<file path="src/rtl/cfg_ptr_regs.sv">
module cfg_ptr_regs #(
  parameter logic [7:0] CODE_CFG  = 8'h5A,
  parameter logic [7:0] CODE_STAT = 8'hA5,
  parameter logic [7:0] CODE_DATA = 8'h3C
) (
  input  logic       clk,
  input  logic       rst_n,
  input  logic       dev_rst,
  input  logic       cmd_valid,
  input  logic [1:0] cmd_op,
  input  logic [7:0] cmd_data,
  input  logic       spu_done,
  input  logic [7:0] stat_in,
  input  logic [7:0] rdat_in,
  output logic       cfg_apu,
  output logic       cfg_ppm,
  output logic       cfg_spu,
  output logic       cfg_speed,
  output logic [7:0] rd_byte
);
  localparam logic [1:0] P_CFG = 2'd0, P_STAT = 2'd1, P_DATA = 2'd2;
  localparam logic [1:0] OP_WCFG = 2'd0, OP_SRP = 2'd1, OP_LINE = 2'd2, OP_RBYTE = 2'd3;

  logic [3:0] cfg_q;
  logic [1:0] ptr_q;

  wire is_wcfg   = cmd_valid && cmd_op == OP_WCFG;
  wire cfg_ok    = cmd_data[7:4] == ~cmd_data[3:0];
  wire good_wcfg = is_wcfg && cfg_ok;

  logic [1:0] srp_target;
  logic       srp_hit;
  always_comb begin
    srp_hit    = 1'b1;
    srp_target = ptr_q;
    if (cmd_data == CODE_CFG)       srp_target = P_CFG;
    else if (cmd_data == CODE_STAT) srp_target = P_STAT;
    else if (cmd_data == CODE_DATA) srp_target = P_DATA;
    else                            srp_hit = 1'b0;
  end

  always_ff @(posedge clk or negedge rst_n) begin
    if (!rst_n) begin
      cfg_q <= 4'h0;
      ptr_q <= P_STAT;
    end else if (dev_rst) begin
      cfg_q <= 4'h0;
      ptr_q <= P_STAT;
    end else begin
      if (good_wcfg)      cfg_q    <= cmd_data[3:0];
      else if (spu_done)  cfg_q[2] <= 1'b0;
      if (cmd_valid) begin
        case (cmd_op)
          OP_WCFG:  ptr_q <= P_CFG;
          OP_SRP:   if (srp_hit) ptr_q <= srp_target;
          OP_LINE:  ptr_q <= P_STAT;
          default:  ptr_q <= P_DATA;
        endcase
      end
    end
  end

  assign cfg_apu   = cfg_q[0];
  assign cfg_ppm   = cfg_q[1];
  assign cfg_spu   = cfg_q[2];
  assign cfg_speed = cfg_q[3];
  assign rd_byte   = (ptr_q == P_CFG)  ? {4'h0, cfg_q} :
                     (ptr_q == P_STAT) ? stat_in : rdat_in;
endmodule

</file>
<file path="config.mk">
export PLATFORM = sky130hd
export DESIGN_NAME = cfg_ptr_regs
export DESIGN_NICKNAME = d
export VERILOG_FILES = /design/src/rtl/cfg_ptr_regs.sv
export SDC_FILE = /design/constraint.sdc
export NUM_CORES = 1
export LEC_CHECK = 0
export CELL_PAD_IN_SITES_DETAIL_PLACEMENT = 0
export CELL_PAD_IN_SITES_GLOBAL_PLACEMENT = 1
export CORE_UTILIZATION = 22
export DETAILED_ROUTE_END_ITERATION = 10
export HOLD_SLACK_MARGIN = 0.03
export PLACE_DENSITY_LB_ADDON = 0.1
export REMOVE_ABC_BUFFERS = 1
export SETUP_SLACK_MARGIN = 0.3
export SYNTH_ARGS = -nofsm -noshare
export SYNTH_HDL_FRONTEND = slang
export SYNTH_SLANG_ARGS = --single-unit
</file>
<file path="constraint.sdc">
create_clock -name clk -period 2.35 [get_ports clk]
set_input_delay 0.705 -clock clk [delete_from_list [all_inputs] [get_ports clk]]
set_output_delay 0.705 -clock clk [all_outputs]
set_load 0.01 [all_outputs]
</file>
# Word-level counts from Yosys, hierarchy flattened
# Cells that the tools add are included.
totals:
  register_bits: 6
  latch_bits: 0
  mem_bits_rw: 0
  mem_bits_ro: 0
  input_bits: 31
  out_inout_bits: 12
  elab_cells: 38
  n_memories: 0
op_classes:
  addsub: 0
  mul: 0
  div_mod_pow: 0
  order_cmp: 0
  eq_ne: 9
  shift: 0
  mux: 17
  bitwise: 1
  reduce_logical: 8
ops:
  columns: ["op", "n"]
  rows:
  - ["8-bit 2-to-1 mux", 2]
  - ["2-bit 2-to-1 mux", 7]
  - ["8-bit by 6-bit equality test with 1-bit output, second input constant", 1]
  - ["8-bit by 7-bit equality test with 1-bit output, second input constant", 1]
  - ["8-bit equality test, second input constant", 1]
  - ["1-bit 2-to-1 mux", 6]
  - ["2-bit one-hot mux with 3 select lines", 1]
  - ["5-bit inequality test, second input constant", 1]
  - ["2-bit by 1-bit equality test with 1-bit output, second input constant", 2]
  - ["4-bit equality test", 1]
  - ["2-bit zero test", 2]
  - ["4-bit 2-to-1 mux", 1]
  - ["4-bit inverter", 1]
  - ["2-bit nonzero test", 2]
  - ["3-bit inequality test, second input constant", 1]
  - ["3-bit AND reduction", 1]
  - ["3-bit nonzero test", 1]
  - ["2-bit equality test, second input constant", 1]
  - ["1-bit logical AND", 2]

# Depth between registers and ports, before layout
# Gate-level depths: netlist of the first run.
logic_depth:
  word_depth: 8
  mapped_depth: 4
  depth_no_buf: 4

# Least setup slack after synthesis of the first run
# No wires, ideal clock.
synth_path:
  kind: "reg-to-output"
  start: "register ptr_q[0]"
  end: "output port rd_byte[4]"
  arrival_time_ns: 1.219
  t_required_ns: 1.645
  path_slack_ns: 0.426
  path_stages_with_launch: 4
  path_buffers: 1
  path_cell_list: "dfstp_2 > clkbuf_1 > nor2b_1 > a22o_1"
synth_between:
  elab_chain_cells: 3
  elab_cells_between_ends: 4
  cone_classes: "eq/ne: 1; mux: 2; reduce/logical: 1"
synth_rtl:
  columns: ["item", "line_no", "source"]
  rows:
  - ["start: declaration", "25", "logic [1:0] ptr_q;"]
  - ["start signal: assignment", "55", "OP_SRP: if (srp_hit) ptr_q <= srp_target;"]
  - ["2-bit by 1-bit equality test with 1-bit output", "68", "(ptr_q == P_STAT) ? stat_in : rdat_in;"]
  - ["8-bit 2-to-1 mux", "68", null]
  - ["8-bit 2-to-1 mux *", "67", "assign rd_byte = (ptr_q == P_CFG) ? {4'h0, cfg_q} :"]
  - ["end: declaration", "19", "output logic [7:0] rd_byte"]
# Every way passes the cells marked *; elsewhere a longest branch is shown, timed or not.

# Worst setup path after layout of the first run
layout_path:
  start: "register ptr_q[0]"
  end: "output port rd_byte[3]"
# The elaborated chain is that of the path after synthesis.

==> out/summary.txt, run 1 <==
wirelength, routed: 1640 um
die width: 52.5 um
crit path capture type: output port
Clock Tree Buf Depth: 2
main flop type after synthesis: dfrtp_1
share of cells above drive strength 1: 20.4%
Starting Density: 24.2%
hold path depth: 2
Cell Rows: 17
initial antenna violation count: 0
GRT Total Usage: 14.3%
CP max FO: 5
die footprint: 2760 um^2
area growth from synthesis to layout: 84.6%
Placer Congestion: 0.656
Max Slew Vio Count: 0
H-tree depth: 1
max-cap viol count: 0
worst r2r dst: ptr_q[0]
Vias: 684
Clock Latency Late Sink: 0.24 ns
root buf cell: clkbuf_4
R2R depth: 4
Hold Path Class: flip-flop to flip-flop
critical path class: flip-flop to output port
setup violators final: 0
hold_buf cts: 0
r2r setup slk: 1.39 ns
asr flop ratio synth: 100%
1st-iter DRT viols: 4
Antenna diodes: 0
Core Area: 2320 um^2
residual DRC count: 0
Req. time, crit path: 1.64 ns
number of enable flip-flop cells after synthesis: 0
Post-Syn Area: 562 um^2
launching point of the worst reg2reg path: ptr_q[0]
Hold EP: cfg_q[0]
first-pass GRT wire length: 2850 um
detailed placer's ending HPWL: 1410 um
IO buf count: 42
Synth top area share: 22.3%
worst vdd ir: 165 uV
Ports: 43
Seq/Total Area, Yosys: 26.9%
Fmax achieved: 504 MHz
Power Density: 336 nW/um^2
post-synth cell types: 24
synth warn: 0
area leader, netlist: dfrtp_1
Syn Inst Count: 65
largest net degree at the start of global routing: 14
drt pass-1 iters: 3
Die Span Y: 52.5 um
Worst setup SP type: flip-flop
Post-Route Setup TNS: 0 ns
top cells by area, synth: dfrtp_1 22%, mux2i_1 8.9%, and4bb_1 6.7%
clock skew: 0 ns
gr ovfl total: 0
vias in the first global route: 686
data arrival at the endpoint of the critical path: 1.28 ns
Via density: 4.85
fin crit share: 84.4%
synthesized flop and latch total: 6
Relative slew margins: 81.2%
clock-pin slew on the worst setup and hold paths: 0.05 ns
routed len/inst: 11.6 um
TritonCTS Sinks: 6
RSZ-0062 raised after global routing: true
Min-Delay Startpoint: cfg_q[0]
status: finished clean
Tmin final: 1.98 ns
Lkg Pwr: 0.000484 uW
worst-margin pin slew: 0.280 ns
Final ANT Viol Nets: 0
post-layout util: 44.7%
TritonCTS Buffers: 3
CTS tree: yes
Avg Cell Area, Syn: 8.64 um^2
most common cell in the netlist: nand3_1
final number of hold-violating endpoints: 0
Final nets: 145
[stage by stage]
step / instance area (um^2) / total power, uW / setup slack, ns / std cells / hold WS (ns)
floorplan: 554 / 165 / 0.614 / 63 / 0.409
global placement: 1030 / 266 / -0.271 / 136 / 0.559
detailed placement: 1030 / 266 / -0.297 / 136 / 0.573
CTS: 998 / 350 / 0.301 / 140 / 0.579
global route: 1040 / 379 / 0.248 / 141 / 0.609
finish: 1040 / 349 / 0.368 / 141 / 0.579
[cell type report]
cell class	instances	area [um^2]
Fill cell	266	1280
Sequential cell	6	151
Timing Repair Buffer	46	399
Inverter	1	3.75
Clock buffer	4	26.3
Tap cell	28	35.0
Multi-Input combinational cell	56	422
[per-layer routing]
layer	share of wire (%)	track usage, %	vias up
met5	0	0	-
met3	9.2	1.45	2
met1	40	14.2	302
met2	49	27.4	33
met4	1.6	9.21	0
li1	-	-	347
[worst max-delay path, cell delays in order (launching register included)]
cell	delay, ns
dfstp_2	0.53
buf_6	0.12
mux2i_1	0.18
o21ai_1	0.07
buf_2	0.14
[worst max-delay path by stage]
stage,startpoint,to,slack [ns],cells after the start
2_1_floorplan,stat_in[0],rd_byte[0],0.61,2
3_3_place_gp,stat_in[1],rd_byte[1],-0.27,4
3_5_place_dp,stat_in[3],rd_byte[3],-0.30,4
4_1_cts,ptr_q[0],rd_byte[1],0.30,4
5_1_grt,ptr_q[0],rd_byte[2],0.25,4
6_report,ptr_q[0],rd_byte[3],0.37,4
[what timing repair did]
action,in CTS,in global routing
resized for setup,52,7
endpoints found under the setup margin,8,13
buffers inserted,0,1
pin swaps,8,5
[cells in the final DEF (no fill, tap or decap), drive strengths merged, types with 4 or more instances in the layout]
cell type      count
nor2b              4
buf               12
dfrtp              5
clkbuf             4
dlygate4sd2       16
nand3              6
mux2i              5
xor2               4
clkdlybuf4s50     16
nand2              5
a22o               4
and4bb             4
a21oi              5
o21ai             10
[flip-flops by register name, summed over array words and instances, names as in the netlist]
register,flops
cfg_q,4
ptr_q,2
[kinds of logic (layout without fill, tap and decap cells)]
group | count (synthesis) | count (layout) | share of synthesized area (%)
flops | 6 | 6 | 26.9
xor+xnor | 4 | 4 | 6.24
compound gates | 21 | 21 | 22.0
buf+inv | 3 | 51 | 2.00
mux | 5 | 5 | 8.91
simple gates | 26 | 26 | 33.9
[power by group]
part	switching [uW]	internal, uW	total (uW)
combinational	58.7	78.8	138
clock	38.1	64.4	103
sequential	1.68	107	109
No activity file was read; power rests on OpenSTA's default activity.
==> inputs of run 2 (changes only) <==
Clock period 2.35 ns to 2.1 ns, I/O delays scaled along.
==> run 2 against run 1 <==
Combinational power rose by 19%. Register-to-register slack got worse by 0.27 ns. Global-route usage barely moved. Total power rose by 15%. Sequential share of layout area fell by 0.94 points. Wire length rose by 8.7%. Cell count rose by 8.5%. Highest routed layer unchanged. Utilization rose by 3.1 points. Non-clock buffer count rose by 12. Worst setup slack got worse by 0.19 ns. Hold slack got worse by 0.025 ns.
==> out/summary.txt, run 2 (same netlist as run 1, synthesis figures left out) <==
crit path capture type: output port
IO buf count: 42 (unchanged)
root buf cell: clkbuf_4
Clock Tree Buf Depth: 2 (unchanged)
H-tree depth: 1 (unchanged)
Lkg Pwr: 0.000581 uW (+20%)
Via density: 4.87 (+0.38%)
crit-path max cell delay: 0.54 ns (about the same)
critical path class: flip-flop to output port
Antenna diodes: 0 (unchanged)
worst vdd ir: 218 uV (+32%)
clock share of power: 28.7% (-0.7 points)
Clock Latency Late Sink: 0.25 ns (about the same)
die footprint: 2760 um^2 (unchanged)
pre-CTS WS: -0.374 ns (-0.0772 ns)
Worst path slowest cell: dfstp_2
status: finished clean
Tmin final: 1.92 ns
Logic pwr share: 40.9% (+1.5 points)
Power Density: 363 nW/um^2 (+7.8%)
first-pass GRT wire length: 2900 um (+1.7%)
Max Slew Vio Count: 0 (unchanged)
worst-margin pin slew: 0.273 ns (-0.00746 ns)
Core Area: 2320 um^2 (unchanged)
CTS tree: yes
wirelength, routed: 1780 um (+8.7%)
area growth from synthesis to layout: 97.3%
fin crit share: 91.5%
clock skew: 0 ns (unchanged)
Seq. cell area: 151 um^2 (unchanged)
GRT Total Usage: 14.2% (-0.026 points)
hold path depth: 2 (unchanged)
initial antenna violation count: 0 (unchanged)
Reg power frac: 30.4% (-0.8 points)
area of the multi-input gates: 413 um^2 (-2.1%)
die width: 52.5 um (unchanged)
vias in the first global route: 694 (+1.2%)
Vias: 745 (+8.9%)
Final nets: 157 (+8.3%)
Sw Pwr: 114 uW (+16%)
Hold EP: cfg_q[3]
commonest non-fill, non-tap cell in the layout: dlygate4sd2_1
worst r2r dst: ptr_q[0]
routed len/inst: 11.6 um (+0.21%)
Req. time, crit path: 1.47 ns (-0.17 ns)
Final ANT Viol Nets: 0 (unchanged)
Worst Path Buf+Inv: 2 (unchanged)
R2R depth: 4 (unchanged)
data arrival at the endpoint of the critical path: 1.29 ns (about the same)
largest net degree at the start of global routing: 14 (unchanged)
Post-Route Setup TNS: 0 ns (unchanged)
TritonCTS Buffers: 3 (unchanged)
Int Pwr: 288 uW (+15%)
Cell Rows: 17 (unchanged)
CP cell instances: buf_6 > mux2i_1 > o21ai_1 > buf_2
TritonCTS Sinks: 6 (unchanged)
hold_buf cts: 0 (unchanged)
r2r setup slk: 1.12 ns (-0.27 ns)
1st-iter DRT viols: 13 (+9)
register with the most flip-flops: cfg_q
Placer Congestion: 0.667 (+1.7%)
Switching Share: 28.4% (+0.17 points)
drt pass-1 iters: 4 (+1)
final number of hold-violating endpoints: 0 (unchanged)
Relative slew margins: 81.7% (+0.52 points)
Min-Delay Startpoint: cfg_q[3]
Worst setup SP type: flip-flop
Starting Density: 24.2% (unchanged)
residual DRC count: 0 (unchanged)
detailed placer's ending HPWL: 1460 um (+3.8%)
Hold Path Class: flip-flop to flip-flop
gr ovfl total: 0 (unchanged)
launching point of the worst reg2reg path: ptr_q[0]
Die Span Y: 52.5 um (unchanged)
max-cap viol count: 0 (unchanged)
setup violators final: 0 (unchanged)
top flop regs: cfg_q (4), ptr_q (2)
Fmax achieved: 520 MHz
Ports: 43 (unchanged)
RSZ-0062 raised after global routing: true
clock-pin slew on the worst setup and hold paths: 0.04 ns (about the same)
most frequent cells in the layout: 26 x dlygate4sd2_1, 15 x buf_4, 8 x buf_2
post-layout util: 47.8% (+3.1 points)
Top delay family on crit path: flip-flops
setup ws final: 0.178 ns (-0.190 ns)
Largest register FFs: 4 (unchanged)
share of cells above drive strength 1: 30.4% (+10 points)
CP max FO: 4 (-1)
Filler Cell Count: 256 (-3.8%)
-- run 2: changes by cell type in the layout (fill, tap and decap cells not counted), sizes merged --
cell	before	now
buf	12	24
dlygate4sd2	16	26
dlymetal6s2s	2	3
clkdlybuf4s50	16	5
-- run 2: per-layer routing --
layer,global-route usage (%),share of wire (%),up-vias
li1,-,-,375
met1,14.4,41,329
met2,27.4,48,37
met3,1.74,9.5,4
met4,7.89,1.7,0
met5,0,0,-
-- run 2: how the worst max path moves through the flow --
| stage | start | end | depth (start not counted) |
|---|---|---|---|
| 2_1_floorplan | ptr_q[0] | rd_byte[4] | 2 |
| 3_3_place_gp | stat_in[3] | rd_byte[3] | 4 |
| 3_5_place_dp | stat_in[1] | rd_byte[1] | 4 |
| 4_1_cts | ptr_q[0] | rd_byte[0] | 4 |
| 5_1_grt | ptr_q[0] | rd_byte[1] | 4 |
| 6_report | ptr_q[0] | rd_byte[1] | 4 |
-- run 2: what timing repair did --
action,CTS,global route
gates resized for setup,66,6
pin swaps,13,6
setup endpoints to repair,16,15
buffers inserted,3,1
gates cloned,0,0
-- run 2: worst min-delay path, delay by kind of cell (launching register included) --
family | cells | cell delay (ns)
flops | 1 | 0.39
compound gates | 2 | 0.11
-- run 2: area by class of cell --
cell class                 count  area share, %
timing repair buffer          58           43.2
multi-input combinational     56           37.2
sequential                     6           13.7
tap                           28           3.16
clock buffer                   4           2.37
inverter                       1          0.339
-- run 2: per-stage QoR --
stage	total power (uW)	instances	hold slack, ns	cell area [um^2]
6_report	402	153	0.554	1110
5_1_grt	434	153	0.571	1110
4_1_cts	406	152	0.560	1090
3_5_place_dp	312	145	0.576	1100
3_3_place_gp	311	145	0.559	1100
2_1_floorplan	184	63	0.334	554
-- run 2: power groups by stage --
| stage | combinational [uW] | sequential, uW | clock (uW) |
|---|---|---|---|
| floorplan | 56.1 | 128 | 0 |
| detailed placement | 188 | 124 | 0 |
| CTS | 165 | 123 | 118 |
| global route | 181 | 123 | 130 |
| finish | 164 | 122 | 115 |
| global placement | 188 | 124 | 0 |
==> inputs of run 3 (changes only) <==
--- a/config.mk
+++ b/config.mk
@@ -12,3 +12,3 @@
 export HOLD_SLACK_MARGIN = 0.03
-export PLACE_DENSITY_LB_ADDON = 0.1
+export PLACE_DENSITY = 0.83
 export REMOVE_ABC_BUFFERS = 1
--- a/constraint.sdc
+++ b/constraint.sdc
@@ -3,2 +3,2 @@
 set_output_delay 0.63 -clock clk [all_outputs]
-set_load 0.01 [all_outputs]
+set_load 0.05 [all_outputs]
==> run 3 against run 2 <==
First-iteration DRC count down 38%. Worst setup slack lost 0.15 ns. Cell count did not move. Sequential power up 6%. Count of clock-buffer cells in the layout is the same. Largest cell class unchanged. Largest power group unchanged. Highest routed layer is now met3.
==> out/summary.txt, run 3 (same netlist as run 1, synthesis figures left out) <==
vias in the first global route: 778 (+12%)
Clock Latency Late Sink: 0.24 ns (about the same)
Final ANT Viol Nets: 0 (unchanged)
routed len/inst: 12.4 um (+6.9%)
Via density: 4.81 (-1.2%)
Final nets: 157 (unchanged)
area growth from synthesis to layout: 118%
die footprint: 2760 um^2 (unchanged)
Vias: 736 (-1.2%)
Core Area: 2320 um^2 (unchanged)
Antenna diodes: 0 (unchanged)
max-cap viol count: 0 (unchanged)
first-pass GRT wire length: 3280 um (+13%)
TritonCTS Buffers: 3 (unchanged)
GRT Total Usage: 16.2% (+2.0 points)
clock skew: 0 ns (unchanged)
commonest non-fill, non-tap cell in the layout: dlygate4sd2_1
Max Slew Vio Count: 0 (unchanged)
Lkg Pwr: 0.000587 uW (+1.1%)
crit-path max cell delay: 0.61 ns (+0.07 ns)
setup violators final: 0 (unchanged)
Power Density: 431 nW/um^2 (+19%)
initial antenna violation count: 0 (unchanged)
CP max FO: 6 (+2)
RSZ-0062 raised after global routing: true
TritonCTS Sinks: 6 (unchanged)
worst hold slack: 0.575 ns (+0.0216 ns)
Starting Density: 24.2% (unchanged)
Largest register FFs: 4 (unchanged)
detailed placer's ending HPWL: 1530 um (+4.5%)
clock-pin slew on the worst setup and hold paths: 0.05 ns (about the same)
most frequent cells in the layout: 25 x dlygate4sd2_1, 20 x buf_4, 8 x o21ai_1, 8 x buf_12, 6 x nand3_1
Fmax achieved: 484 MHz (-7.1%)
status: finished clean
Placer Congestion: 0.880 (+32%)
critical path class: flip-flop to output port
Hold Path Class: flip-flop to flip-flop
gr ovfl total: 0 (unchanged)
largest net degree at the start of global routing: 15 (+1)
share of cells above drive strength 1: 32.0% (+1.6 points)
die width: 52.5 um (unchanged)
Area after DPL: 1170 um^2 (+6.4%)
residual DRC count: 0 (unchanged)
hold_buf cts: 0 (unchanged)
Clock Tree Buf Depth: 2 (unchanged)
root buf cell: clkbuf_4
Req. time, crit path: 1.47 ns (about the same)
Die Span Y: 52.5 um (unchanged)
Worst path slowest cell: dfstp_2
IO buf count: 42 (unchanged)
final number of hold-violating endpoints: 0 (unchanged)
Cell Rows: 17 (unchanged)
data arrival at the endpoint of the critical path: 1.44 ns (+0.15 ns)
design area: 1220 um^2 (+10%)
Relative slew margins: 68.4% (-13 points)
CTS tree: yes
Worst setup SP type: flip-flop
Ports: 43 (unchanged)
H-tree depth: 1 (unchanged)
worst vdd ir: 223 uV (+2.3%)
register with the most flip-flops: cfg_q
wirelength, routed: 1900 um (+6.9%)
top flop regs: cfg_q (4), ptr_q (2)
Tmin final: 2.07 ns (+0.146 ns)
drt pass-1 iters: 4 (unchanged)
fin crit share: 98.5% (+7.0 points)
worst-margin pin slew: 0.474 ns (+0.201 ns)
1st-iter DRT viols: 8 (-5)
CP cell instances: mux2i_1 > o21ai_1 > buf_4 > buf_12
crit path capture type: output port
-- run 3: area by class of cell --
type	instances	area (um^2)
clock buffer	4	26.3
fill	236	1100
inverter	1	3.75
multi-input combinational	56	427
sequential	6	151
tap	28	35.0
timing repair buffer	58	579
-- run 3: worst max-delay path: cells and delay by family, from the launching register on --
kind                   cells  cell delay (ns)
multiplexers               1             0.22
flip-flops                 1             0.61
buffers and inverters      2             0.30
AO/OA/AOI/OAI              1             0.07
-- run 3: timing repair --
| action | in CTS | in global routing |
|---|---|---|
| buffers inserted | 4 | 0 |
| gates resized for setup | 35 | 0 |
| pin swaps | 12 | 3 |
| endpoints found under the setup margin | 14 | 9 |
-- run 3: per-stage QoR --
step	TNS (ns)	instances	setup slack [ns]	util (%)	total power, uW
after floorplan	-1.51	63	-0.379	-	238
after global placement	-0.763	145	-0.112	50.5	415
after detailed placement	-0.925	145	-0.149	50.5	419
after CTS	0	153	0.0311	52.7	529
after global routing	-0.191	153	-0.0623	52.7	561
final	0	153	0.0318	52.7	527
-- run 3: path summary, 6_finish.rpt --
path | slack, ns | start | depth (start not counted) | to
min reg2reg | 0.58 | cfg_q[1] | 2 | cfg_q[1]
max in group asynchronous | 1.20 | rst_n | 1 | ptr_q[0]
max reg2reg | 1.10 | ptr_q[1] | 2 | ptr_q[1]
min | 0.58 | cfg_q[1] | 2 | cfg_q[1]
min in group asynchronous | 0.63 | rst_n | 1 | cfg_q[3]
max | 0.03 | ptr_q[0] | 4 | rd_byte[1]
-- run 3: layer usage --
metal | global-route usage, % | share of wire, % | routed length, um | up-vias
met5 | 0 | 0 | 0 | -
met1 | 16.8 | 40 | 762 | 332
li1 | - | - | - | 368
met4 | 3.95 | 0 | 0 | 0
met2 | 31.2 | 50 | 957 | 36
met3 | 4.64 | 9.5 | 181 | 0
-- run 3: where the power goes --
group	internal, uW	switching (uW)	leakage (uW)
combinational	153	131	0.000492
sequential	120	9.04	0.0000798
clock	72.0	42.5	0.0000150
total	345	182	0.000587
